[config.mk]
export PLATFORM = sky130hd
export DESIGN_NAME = key_store_top
export DESIGN_NICKNAME = d
export VERILOG_FILES = /design/src/rtl/kz_pkg.sv /design/src/rtl/kz_keyregs.sv /design/src/rtl/kz_timer.sv /design/src/rtl/kz_fsm.sv /design/src/rtl/key_store_top.sv
export SDC_FILE = /design/constraint.sdc
export NUM_CORES = 1
export LEC_CHECK = 0
export ABC_AREA = 1
export BUFFER_PORTS_ARGS = -buffer_cell sky130_fd_sc_hd__buf_2
export CAP_MARGIN = 20
export CORE_MARGIN = 4
export CORE_UTILIZATION = 55
export DETAILED_ROUTE_END_ITERATION = 7
export GPL_TIMING_DRIVEN = 0
export PLACE_DENSITY = 0.81
export SLEW_MARGIN = 15
export SYNTH_ARGS = -nofsm -noshare
export SYNTH_HDL_FRONTEND = slang
export SYNTH_SLANG_ARGS = --single-unit
[constraint.sdc]
create_clock -name clk -period 2.2 [get_ports clk]
set_input_delay 0.44 -clock clk [delete_from_list [all_inputs] [get_ports clk]]
set_output_delay 0.44 -clock clk [all_outputs]
set_load 0.02 [all_outputs]
[src/rtl/kz_pkg.sv]
package kz_pkg;
    typedef enum logic [1:0] {
        ST_EMPTY = 2'd0,
        ST_COUNT = 2'd1,
        ST_HOLD  = 2'd2,
        ST_WIPE  = 2'd3
    } kz_state_e;

    localparam logic [7:0]  KZ_ADDR_CTRL = 8'h08;
    localparam logic [7:0]  KZ_ADDR_STAT = 8'h09;
    localparam logic [7:0]  KZ_ADDR_TMO  = 8'h0b;
    localparam logic [7:0]  KZ_KEY_BASE  = 8'h10;

    localparam int KZ_BIT_INIT = 0;
    localparam int KZ_BIT_NEXT = 1;
    localparam int KZ_BIT_WIPE = 2;

    localparam logic [31:0] KZ_TMO_RESET = 32'h0400_0000;
endpackage

[src/rtl/kz_keyregs.sv]
module kz_keyregs #(
    parameter int KEY_WORDS = 8,
    parameter int WORD_W    = 32,
    localparam int IDX_W    = $clog2(KEY_WORDS),
    localparam int KEY_W    = KEY_WORDS * WORD_W
) (
    input  logic              clk,
    input  logic              rst_n,
    input  logic              wr_en,
    input  logic [IDX_W-1:0]  wr_idx,
    input  logic [WORD_W-1:0] wr_data,
    input  logic              clear,
    output logic [KEY_W-1:0]  key_flat
);
    for (genvar k = 0; k < KEY_WORDS; k++) begin : g_word
        logic [WORD_W-1:0] word_q;

        always_ff @(posedge clk or negedge rst_n) begin
            if (!rst_n) begin
                word_q <= '0;
            end else if (clear) begin
                word_q <= '0;
            end else if (wr_en && (wr_idx == IDX_W'(k))) begin
                word_q <= wr_data;
            end
        end

        assign key_flat[k*WORD_W +: WORD_W] = word_q;
    end
endmodule

[src/rtl/kz_timer.sv]
module kz_timer #(
    parameter int CNT_W = 32,
    parameter logic [CNT_W-1:0] RESET_VAL = CNT_W'(32'h0400_0000)
) (
    input  logic             clk,
    input  logic             rst_n,
    input  logic             reload,
    input  logic             dec_en,
    input  logic [CNT_W-1:0] load_val,
    output logic [CNT_W-1:0] cnt_q,
    output logic             cnt_zero
);
    always_ff @(posedge clk or negedge rst_n) begin
        if (!rst_n) begin
            cnt_q <= RESET_VAL;
        end else if (reload) begin
            cnt_q <= load_val;
        end else if (dec_en && (cnt_q != '0)) begin
            cnt_q <= cnt_q - 1'b1;
        end
    end

    assign cnt_zero = (cnt_q == '0);
endmodule

[src/rtl/kz_fsm.sv]
module kz_fsm
    import kz_pkg::*;
(
    input  logic      clk,
    input  logic      rst_n,
    input  logic      init_done,
    input  logic      busy,
    input  logic      sw_wipe,
    input  logic      cnt_zero,
    output kz_state_e state_q,
    output logic      wipe_now,
    output logic      dec_en,
    output logic      loaded
);
    kz_state_e state_d;
    logic      pend_q;
    logic      pend_d;
    logic      expire;

    // state register
    always_ff @(posedge clk or negedge rst_n) begin
        if (!rst_n) begin
            state_q <= ST_EMPTY;
            pend_q  <= 1'b0;
        end else begin
            state_q <= state_d;
            pend_q  <= pend_d;
        end
    end

    // next state and outputs
    always_comb begin
        expire   = (state_q == ST_COUNT) && cnt_zero && !busy;
        wipe_now = (sw_wipe || pend_q || expire) && !busy;
        dec_en   = 1'b0;
        loaded   = 1'b0;
        state_d  = state_q;

        if (wipe_now) begin
            pend_d = 1'b0;
        end else if (sw_wipe) begin
            pend_d = 1'b1;
        end else begin
            pend_d = pend_q;
        end

        unique case (state_q)
            ST_EMPTY: begin
                if (init_done) state_d = ST_COUNT;
            end
            ST_COUNT: begin
                loaded = 1'b1;
                if (busy) state_d = ST_HOLD;
                else      dec_en  = 1'b1;
            end
            ST_HOLD: begin
                loaded = 1'b1;
                if (!busy) state_d = ST_COUNT;
            end
            ST_WIPE: begin
                state_d = ST_EMPTY;
            end
        endcase

        if (wipe_now) state_d = ST_WIPE;
    end
endmodule

[src/rtl/key_store_top.sv]
module key_store_top
    import kz_pkg::*;
#(
    parameter int KEY_WORDS = 8,
    parameter int WORD_W    = 32,
    parameter int ADDR_W    = 8,
    localparam int IDX_W    = $clog2(KEY_WORDS),
    localparam int KEY_W    = KEY_WORDS * WORD_W
) (
    input  logic              clk,
    input  logic              rst_n,
    input  logic              cs,
    input  logic              we,
    input  logic [ADDR_W-1:0] addr,
    input  logic [WORD_W-1:0] wdata,
    output logic [WORD_W-1:0] rdata,
    output logic              rd_err,
    input  logic              eng_busy,
    input  logic              eng_valid,
    input  logic              eng_init_done,
    input  logic              eng_op_done,
    output logic [KEY_W-1:0]  key_out,
    output logic              key_loaded,
    output logic              init_pulse,
    output logic              next_pulse
);
    localparam logic [ADDR_W-1:0] A_CTRL = ADDR_W'(KZ_ADDR_CTRL);
    localparam logic [ADDR_W-1:0] A_STAT = ADDR_W'(KZ_ADDR_STAT);
    localparam logic [ADDR_W-1:0] A_TMO  = ADDR_W'(KZ_ADDR_TMO);
    localparam logic [ADDR_W-1:0] A_KEY  = ADDR_W'(KZ_KEY_BASE);

    logic              wr_acc;
    logic              rd_acc;
    logic              key_hit;
    logic              sw_wipe;
    logic              stat_rd;
    logic              wipe_now;
    logic              dec_en;
    logic              cnt_zero;
    logic              ready;
    logic [WORD_W-1:0] tmo_q;
    logic [WORD_W-1:0] cnt_q;
    kz_state_e         state_q;

    assign wr_acc  = cs && we;
    assign rd_acc  = cs && !we;
    assign key_hit = (addr[ADDR_W-1:IDX_W] == A_KEY[ADDR_W-1:IDX_W]);
    assign sw_wipe = wr_acc && (addr == A_CTRL) && wdata[KZ_BIT_WIPE];
    assign stat_rd = rd_acc && (addr == A_STAT);
    assign ready   = !eng_busy && (state_q != ST_WIPE);

    always_ff @(posedge clk or negedge rst_n) begin
        if (!rst_n) begin
            tmo_q      <= WORD_W'(KZ_TMO_RESET);
            init_pulse <= 1'b0;
            next_pulse <= 1'b0;
        end else begin
            if (wr_acc && (addr == A_TMO)) tmo_q <= wdata;
            init_pulse <= wr_acc && (addr == A_CTRL) && wdata[KZ_BIT_INIT];
            next_pulse <= wr_acc && (addr == A_CTRL) && wdata[KZ_BIT_NEXT];
        end
    end

    // registered read port
    always_ff @(posedge clk or negedge rst_n) begin
        if (!rst_n) begin
            rdata  <= '0;
            rd_err <= 1'b0;
        end else if (rd_acc) begin
            rd_err <= 1'b0;
            if (addr == A_STAT) begin
                rdata <= {{(WORD_W-3){1'b0}}, key_loaded, eng_valid, ready};
            end else if (addr == A_TMO) begin
                rdata <= tmo_q;
            end else if ((addr == A_CTRL) || key_hit) begin
                rdata <= '0;
            end else begin
                rdata  <= '0;
                rd_err <= 1'b1;
            end
        end else begin
            rdata  <= '0;
            rd_err <= 1'b0;
        end
    end

    kz_keyregs #(
        .KEY_WORDS (KEY_WORDS),
        .WORD_W    (WORD_W)
    ) u_keys (
        .clk      (clk),
        .rst_n    (rst_n),
        .wr_en    (wr_acc && key_hit),
        .wr_idx   (addr[IDX_W-1:0]),
        .wr_data  (wdata),
        .clear    (wipe_now),
        .key_flat (key_out)
    );

    kz_timer #(
        .CNT_W     (WORD_W),
        .RESET_VAL (WORD_W'(KZ_TMO_RESET))
    ) u_tmr (
        .clk      (clk),
        .rst_n    (rst_n),
        .reload   (eng_init_done || eng_op_done || stat_rd),
        .dec_en   (dec_en),
        .load_val (tmo_q),
        .cnt_q    (cnt_q),
        .cnt_zero (cnt_zero)
    );

    kz_fsm u_fsm (
        .clk       (clk),
        .rst_n     (rst_n),
        .init_done (eng_init_done),
        .busy      (eng_busy),
        .sw_wipe   (sw_wipe),
        .cnt_zero  (cnt_zero),
        .state_q   (state_q),
        .wipe_now  (wipe_now),
        .dec_en    (dec_en),
        .loaded    (key_loaded)
    );
endmodule

==> results of run 1 <==
tightest hold or removal path, stage by stage:
cell,delay [ns]
sky130_fd_sc_hd__buf_2,0.08
sky130_fd_sc_hd__nand3_1,0.06
sky130_fd_sc_hd__o21ai_0,0.07
flip-flops by register name, indices dropped and copies added, names as in the netlist:
signal                cells
init_pulse                1
next_pulse                1
rd_err                    1
rdata                    32
tmo_q                    32
u_fsm.pend_q              1
u_fsm.state_q             2
u_keys.g_word.word_q    256
u_tmr.cnt_q              32
through the flow:
stage,utilization [%],hold WS [ns]
after global placement,62.98,0.4680
after detailed placement,63.31,0.4245
after floorplan,-,0.1444
final,69.14,0.1653
after global routing,69.14,0.1721
after CTS,67.96,0.1671
final cells by class:
type	instances	area [µm²]	area share (%)
plain buffers	153	847.1	4.422
clock buffers	61	1160	6.055
repair buffers	315	1704	8.897
clock inverters	9	100.1	0.5226
multi-input cells	1212	5648	29.49
inverters	69	259.0	1.352
well taps	378	473.0	2.469
flip-flops and latches	358	8961	46.78
diodes	1	2.502	0.01306
cell families after synthesis:
kind of cell | after synthesis
AO/OA/AOI/OAI | 40
flip-flops | 358
AND/OR/NAND/NOR | 1136
buffers and inverters | 223
XOR/XNOR | 29
adder cells (fa/ha/maj) | 6
power breakdown:
| part | total (mW) | internal [mW] | switching (mW) |
|---|---|---|---|
| sequential | 6.98 | 6.80 | 0.179 |
| clock | 6.47 | 3.76 | 2.71 |
| combinational | 1.30 | 0.370 | 0.928 |
worst paths after layout:
check,from,endpoint,slack (ns),cells past startpoint
worst max-delay path,u_tmr.cnt_q[18],u_keys.g_word[4].word_q[1],0.08,12
min in group asynchronous,rst_n,rdata[9],0.44,2
worst min-delay path,eng_valid,rdata[1],0.17,3
max in group asynchronous,rst_n,u_keys.g_word[3].word_q[25],0.39,4
worst min register to register,tmo_q[25],u_tmr.cnt_q[25],0.49,2
worst max register to register,u_tmr.cnt_q[18],u_keys.g_word[4].word_q[1],0.08,12
layer usage:
layer | vias up | routed length (µm) | track usage [%] | share of wire, %
met4 | 0 | 3000 | 17.54 | 5.5
li1 | 6570 | - | - | -
met3 | 161 | 5443 | 8.631 | 10
met1 | 7098 | 19850 | 42.37 | 36
met5 | - | 0 | 0 | 0
met2 | 826 | 26410 | 57.39 | 48
timing repair:
action	4_1_cts	5_1_grt
setup buffers	0	2
setup endpoints to repair	225	286
endpoints found under the hold margin	69	0
gates cloned	0	3
pin swaps	0	2
hold buffers	1	0
resized for setup	6	115
cell usage in the layout, fill, tap and decap left out, drive strengths merged, types with 7 or more instances in the layout:
cell type / count
nand3: 559
nand2: 429
buf: 373
dfrtp: 356
clkbuf: 155
nor2: 139
inv: 71
a21oi: 30
xnor2: 17
xor2: 12
o21ai: 7
==> metrics.log, run 1 <==
[metrics] Max Fclk: 472.5 MHz
[metrics] sort of element at the end of the critical path: flip-flop
[metrics] Tcrit/Tclk final: 96.20%
[metrics] most common cell in the synthesized netlist: sky130_fd_sc_hd__nand3_1
[metrics] final estimated routing congestion in global placement: 0.9752
[metrics] I/O pins: 340
[metrics] simple-gate share of the synthesized area: 32.50%
[metrics] layout cell share with drive strength beyond 1: 21.36%
[metrics] endpoints failing hold: 0
[metrics] combinational family with the most area after synthesis: simple AND/OR/NAND/NOR gates
[metrics] maximum cell stage delay along the critical path: 0.41 ns
[metrics] global-route wire length before repair: 82620 µm
[metrics] Critical Path Source Type: flip-flop
[metrics] number of synthesis warnings: 0
[metrics] insertion delay to the later sink of the worst-skew pair: 0.53 ns
[metrics] initial cell density of the core: 55.72%
[metrics] gate count of the mapped netlist: 1792
[metrics] Detail Placement HPWL: 39440 µm
[metrics] proportion of synthesized area in mux cells: 0%
[metrics] series of cell instances along the critical path: nor2_1 > nand2_1 > inv_1 > nand2_1 > nor2_2 > nand3_2 > nand2_4 > nand2_8 > buf_12 > buf_4 > nand3_1 > nand2_1
[metrics] row count: 61
[metrics] post-detailed-routing wire length: 54700 µm
[metrics] floorplan die height: 175.5 µm
[metrics] dpl cells: ~2500
[metrics] cell with the most instances on the worst path: sky130_fd_sc_hd__nand2_1
[metrics] TritonCTS buffer count: 39
[metrics] placement-stage cell area: ~18000 µm²
[metrics] post-layout minimum cycle time: 2.116 ns
[metrics] pin count of the biggest net entering global routing: ~100
[metrics] cell area after technology mapping: between 15000 and 20000 µm²
[metrics] Max IR drop VDD: 0.6194 mV
[metrics] synthesized flop and latch total: 358
[metrics] Total Die Area: ~31000 µm²
[metrics] remaining routing DRC violations: 0
[metrics] count of final setup violators: 0
[metrics] top cells by area in the synthesized netlist: sky130_fd_sc_hd__dfrtp_1 58%, sky130_fd_sc_hd__nand3_1 18%, sky130_fd_sc_hd__nand2_1 10%, sky130_fd_sc_hd__nor2_1 3.3%, sky130_fd_sc_hd__clkbuf_1 2.0%
[metrics] library cells used by synthesis: 27
[metrics] cell type with the highest aggregate area in the netlist: sky130_fd_sc_hd__dfrtp_1
[metrics] routed wirelength normalized by instance count: approximately 21 µm
[metrics] Max Cap Violations: 0
[metrics] H-tree levels: 2
[metrics] number of vias per cell after detailed routing: 5.734
[metrics] maximum buffer depth of the clock tree: 3
[metrics] initial antenna violation count: 1
[metrics] EDFF count, synth: 0
[metrics] critical path's top delay family: simple AND/OR/NAND/NOR gates
[metrics] overall power after layout: 14.74 mW
[metrics] setup tns final: 0 ns
[metrics] total grt overflow: 0
[metrics] fin. max-slew vios: 0
[metrics] headroom to the max-slew limit: 38.72%
[metrics] Core ar.: 27710 µm²
[metrics] worst min-delay path class: input pin to flip-flop
[metrics] share of the yosys chip area belonging to registers: 58.04%
[metrics] cell at the root of the clock tree: sky130_fd_sc_hd__clkbuf_16
[metrics] top cell type's share of synthesized area: 57.70%
[metrics] Syn-to-layout area delta: 24.07%
[metrics] Die X: 175.5 µm
[metrics] leading register cell type out of synthesis: sky130_fd_sc_hd__dfrtp_1
[metrics] Avg Inst Size Synth: 8.615 µm²
[metrics] final instance area: around 19000 µm²
[metrics] number of nets in the synthesized netlist: 1846
[metrics] Worst Path Class, Setup: flip-flop to flip-flop
[metrics] number of routed nets with antenna violations: 0
[metrics] number of port buffers: 307
[metrics] critical-path cell with the highest stage delay: sky130_fd_sc_hd__dfrtp_1
[metrics] post-CTS clock slew at the launch and capture registers of the worst setup and hold paths: 0.06 ns
[metrics] largest fanout on the critical path: 10
[metrics] sinks on the clock net: roughly 360
[metrics] number of detailed-route iterations in the first pass: 6
[metrics] Post-Synth XOR/XNOR Area: 1.645%
[metrics] WP buf/inv: 3
[metrics] non-filler cells, final: 2556
[metrics] slack of the critical path: 0.08353 ns
[metrics] Leakage Power: about 11 nW
[metrics] proportion of register bits with asynchronous set or reset after synthesis: 100.0%
[metrics] clock tree from TritonCTS: built
[metrics] run status: completed
[metrics] via count of the first global-routing pass: 14605
[metrics] filler cell count in the final layout: 2220
[metrics] setup repair after global routing missed its margin: yes
[metrics] data arrival time of the critical path: 2.53 ns
[metrics] Post-layout nets: 2202
[metrics] transition time at the pin with the least slew margin: 0.9191 ns
[metrics] total vias in the final route: 14655
[metrics] All-Layer GR Usage: 34.59%
[metrics] area share of fa/ha/maj cells after synthesis: less than 1%
[metrics] Initial DRC Count: 1481
[metrics] worst endpoint required time: 2.61 ns
[metrics] largest clock skew in the final design: 0.01035 ns
[metrics] power per cell area: 769.7 nW/µm²
[metrics] area fraction in compound gates after synthesis: 1.378%
[metrics] Place WS: -0.5469 ns
[metrics] list of most frequent post-synthesis cells: 559 x sky130_fd_sc_hd__nand3_1, 427 x sky130_fd_sc_hd__nand2_1, 356 x sky130_fd_sc_hd__dfrtp_1
(Power assumes the default switching activity.)
==> run 2, diff against run 1 <==
--- a/config.mk
+++ b/config.mk
@@ -12,7 +12,7 @@
 export CORE_UTILIZATION = 55
 export DETAILED_ROUTE_END_ITERATION = 7
 export GPL_TIMING_DRIVEN = 0
-export PLACE_DENSITY = 0.81
+export PLACE_DENSITY_LB_ADDON = 0.05
 export SLEW_MARGIN = 15
 export SYNTH_ARGS = -nofsm -noshare
 export SYNTH_HDL_FRONTEND = slang
==> metrics.log, run 2 (same netlist as run 1, synthesis figures left out) <==
[metrics] routed wirelength normalized by instance count: 21.07 µm (was 21.40 µm)
[metrics] TritonCTS buffer count: 38 (was 39)
[metrics] number of cells on the worst hold path: 2 (was 3)
[metrics] setup repair after global routing missed its margin: yes (unchanged)
[metrics] met3 routed WL: 4875 µm (was 5443 µm)
[metrics] sinks on the clock net: 358 (unchanged)
[metrics] worst endpoint required time: 2.61 ns (about the same)
[metrics] Leakage Power: 10.84 nW (was 10.98 nW)
[metrics] Total Die Area: 30810 µm² (unchanged)
[metrics] maximum cell stage delay along the critical path: 0.44 ns (was 0.41 ns)
[metrics] Tcrit/Tclk final: 99.47% (was 96.20%)
[metrics] Detail Placement HPWL: 38520 µm (was 39440 µm)
[metrics] Post-layout nets: 2200 (was 2202)
[metrics] highest metal used: met4 (unchanged)
[metrics] final instance area: 18960 µm² (was 19150 µm²)
[metrics] count of cell instances traversed by the critical path: 9 (was 12)
[metrics] fin. max-slew vios: 0 (unchanged)
[metrics] remaining routing DRC violations: 0 (unchanged)
[metrics] pin count of the biggest net entering global routing: 91 (was 101)
[metrics] number of port buffers: 307 (unchanged)
[metrics] Max Cap Violations: 0 (unchanged)
[metrics] sum of met2 wire segment lengths after detailed routing: 26460 µm (was 26410 µm)
[metrics] Critical Path Source Type: flip-flop (unchanged)
[metrics] critical path's top delay family: simple AND/OR/NAND/NOR gates (unchanged)
[metrics] global-route wire length before repair: 81090 µm (was 82620 µm)
[metrics] headroom to the max-slew limit: 38.73% (was 38.72%)
[metrics] multi-input logic area: 5650 µm² (was 5648 µm²)
[metrics] Worst Path Class, Setup: flip-flop to flip-flop (unchanged)
[metrics] largest fanout on the critical path: 10 (unchanged)
[metrics] number of detailed-route iterations in the first pass: 6 (unchanged)
[metrics] post-CTS clock slew at the launch and capture registers of the worst setup and hold paths: 0.06 ns (about the same)
[metrics] endpoints failing hold: 0 (unchanged)
[metrics] final estimated routing congestion in global placement: 0.9371 (was 0.9752)
[metrics] register name with the most flops: u_keys.g_word.word_q (unchanged)
[metrics] area occupied by registers: 8962 µm² (was 8961 µm²)
[metrics] initial antenna violation count: 0 (was 1)
[metrics] via count of the first global-routing pass: 14098 (was 14605)
[metrics] Max IR drop VDD: 0.5515 mV (was 0.6194 mV)
[metrics] critical-path cell with the highest stage delay: sky130_fd_sc_hd__dfrtp_1 (unchanged)
[metrics] power per cell area: 774.4 nW/µm² (was 769.7 nW/µm²)
[metrics] number of diodes added for antenna fixing: 0 (was 1)
[metrics] largest clock skew in the final design: 0.008464 ns (was 0.01035 ns)
[metrics] worst min-delay path class: input pin to flip-flop (unchanged)
[metrics] run status: completed (unchanged)
[metrics] most frequent standard cell in the layout excluding fill and tap cells: sky130_fd_sc_hd__nand3_1 (unchanged)
[metrics] initial cell density of the core: 55.72% (unchanged)
[metrics] All-Layer GR Usage: 33.99% (was 34.59%)
[metrics] transition time at the pin with the least slew margin: 0.9190 ns (was 0.9191 ns)
[metrics] series of cell instances along the critical path: nor2_1 > nand4_1 > nor2_4 > nand3_2 > nand2_4 > nand2_2 > clkbuf_1 > nand3_1 > nand2_1 (was nor2_1 > nand2_1 > inv_1 > nand2_1 > nor2_2 > nand3_2 > nand2_4 > nand2_8 > buf_12 > buf_4 > nand3_1 > nand2_1)
[metrics] Die X: 175.5 µm (unchanged)
[metrics] H-tree levels: 2 (unchanged)
[metrics] post-detailed-routing wire length: 53760 µm (was 54700 µm)
[metrics] I/O pins: 340 (unchanged)
[metrics] filler cell count in the final layout: 2346 (was 2220)
[metrics] number of routed nets with antenna violations: 0 (unchanged)
[metrics] row count: 61 (unchanged)
[metrics] final worst hold slack: 0.1704 ns (was 0.1653 ns)
[metrics] sort of element at the end of the critical path: flip-flop (unchanged)
[metrics] commonest cells after routing, fill and taps aside: 558 x sky130_fd_sc_hd__nand3_1, 426 x sky130_fd_sc_hd__nand2_1, 362 x sky130_fd_sc_hd__buf_2, 355 x sky130_fd_sc_hd__dfrtp_1, 126 x sky130_fd_sc_hd__nor2_1 (was 558 x sky130_fd_sc_hd__nand3_1, 425 x sky130_fd_sc_hd__nand2_1, 356 x sky130_fd_sc_hd__dfrtp_1, 323 x sky130_fd_sc_hd__buf_2, 132 x sky130_fd_sc_hd__nor2_1)
[metrics] Core ar.: 27710 µm² (unchanged)
[metrics] post-layout minimum cycle time: 2.188 ns (was 2.116 ns)
[metrics] floorplan die height: 175.5 µm (unchanged)
[metrics] total grt overflow: 0 (unchanged)
[metrics] cell at the root of the clock tree: sky130_fd_sc_hd__clkbuf_16 (unchanged)
[metrics] sum of routed wire segments on met1: 19950 µm (was 19850 µm)
[metrics] setup tns final: 0 ns (unchanged)
[metrics] layout cell share with drive strength beyond 1: 21.40% (was 21.36%)
[metrics] Largest register FFs: 256 (unchanged)
[metrics] data arrival time of the critical path: 2.60 ns (was 2.53 ns)
[metrics] insertion delay to the later sink of the worst-skew pair: 0.52 ns (was 0.53 ns)
[metrics] maximum buffer depth of the clock tree: 3 (unchanged)
[metrics] number of vias per cell after detailed routing: 5.675 (was 5.734)
[metrics] total vias in the final route: 14478 (was 14655)
[metrics] placement-stage cell area: 17570 µm² (was 17540 µm²)
[metrics] Max Fclk: 457.0 MHz (was 472.5 MHz)
[metrics] clock tree from TritonCTS: built (unchanged)
[metrics] Initial DRC Count: 1419 (was 1481)
[metrics] count of final setup violators: 0 (unchanged)
[metrics] WP buf/inv: 1 (was 3)
[metrics] count of cells along the worst register-to-register path: 9 (was 12)
[metrics] Syn-to-layout area delta: 22.81% (was 24.07%)
==> run 2: path summary, 6_finish.rpt <==
kind,from,slack (ns),to
worst max-delay path,u_tmr.cnt_q[27],0.01,u_keys.g_word[0].word_q[7]
worst min-delay path,eng_busy,0.17,rdata[0]
worst max register to register,u_tmr.cnt_q[27],0.01,u_keys.g_word[0].word_q[7]
worst min register to register,tmo_q[26],0.48,tmo_q[26]
max in group asynchronous,rst_n,0.27,u_keys.g_word[4].word_q[27]
min in group asynchronous,rst_n,0.44,u_fsm.state_q[0]
==> run 2: power by group <==
group / internal [mW] / leakage [nW] / total (mW) / switching [mW]
Combinational: 0.370 / 5.52 / 1.28 / 0.914
Clock: 3.82 / 0.612 / 6.42 / 2.60
Sequential: 6.80 / 4.71 / 6.98 / 0.179
Total: 11.0 / 10.8 / 14.7 / 3.70
==> run 2: metal layers <==
metal | vias to the layer above | global-route usage (%)
met5 | - | 0
met4 | 0 | 13.45
met3 | 155 | 8.028
met2 | 694 | 57.39
met1 | 7058 | 42.78
li1 | 6571 | -
==> run 2: metrics by stage <==
step / util [%] / setup slack, ns / std cells / power, mW
2_1_floorplan: - / 0.4043 / 1792 / 7.755
3_3_place_gp: 62.98 / -6.242 / 2477 / 8.299
3_5_place_dp: 63.41 / -0.4868 / 2481 / 8.350
4_1_cts: 68.04 / 0.03888 / 2549 / 14.70
5_1_grt: 68.44 / -0.06490 / 2551 / 15.15
6_report: 68.44 / 0.01169 / 2551 / 14.68
==> run 2: repair_timing <==
action,CTS,global route
gates cloned,0,1
endpoints found under the hold margin,52,0
setup endpoints to repair,257,271
buffers inserted,0,1
hold buffers,1,0
pin swaps,0,2
resized for setup,7,28
==> run 2: cell type report <==
type / count / share of cell area, %
Timing Repair Buffer: 313 / 8.829
Buffer: 154 / 3.636
Sequential cell: 358 / 47.27
Multi-Input combinational cell: 1212 / 29.80
Clock buffer: 60 / 6.262
Clock inverter: 7 / 0.3431
Inverter: 69 / 1.366
Tap cell: 378 / 2.494
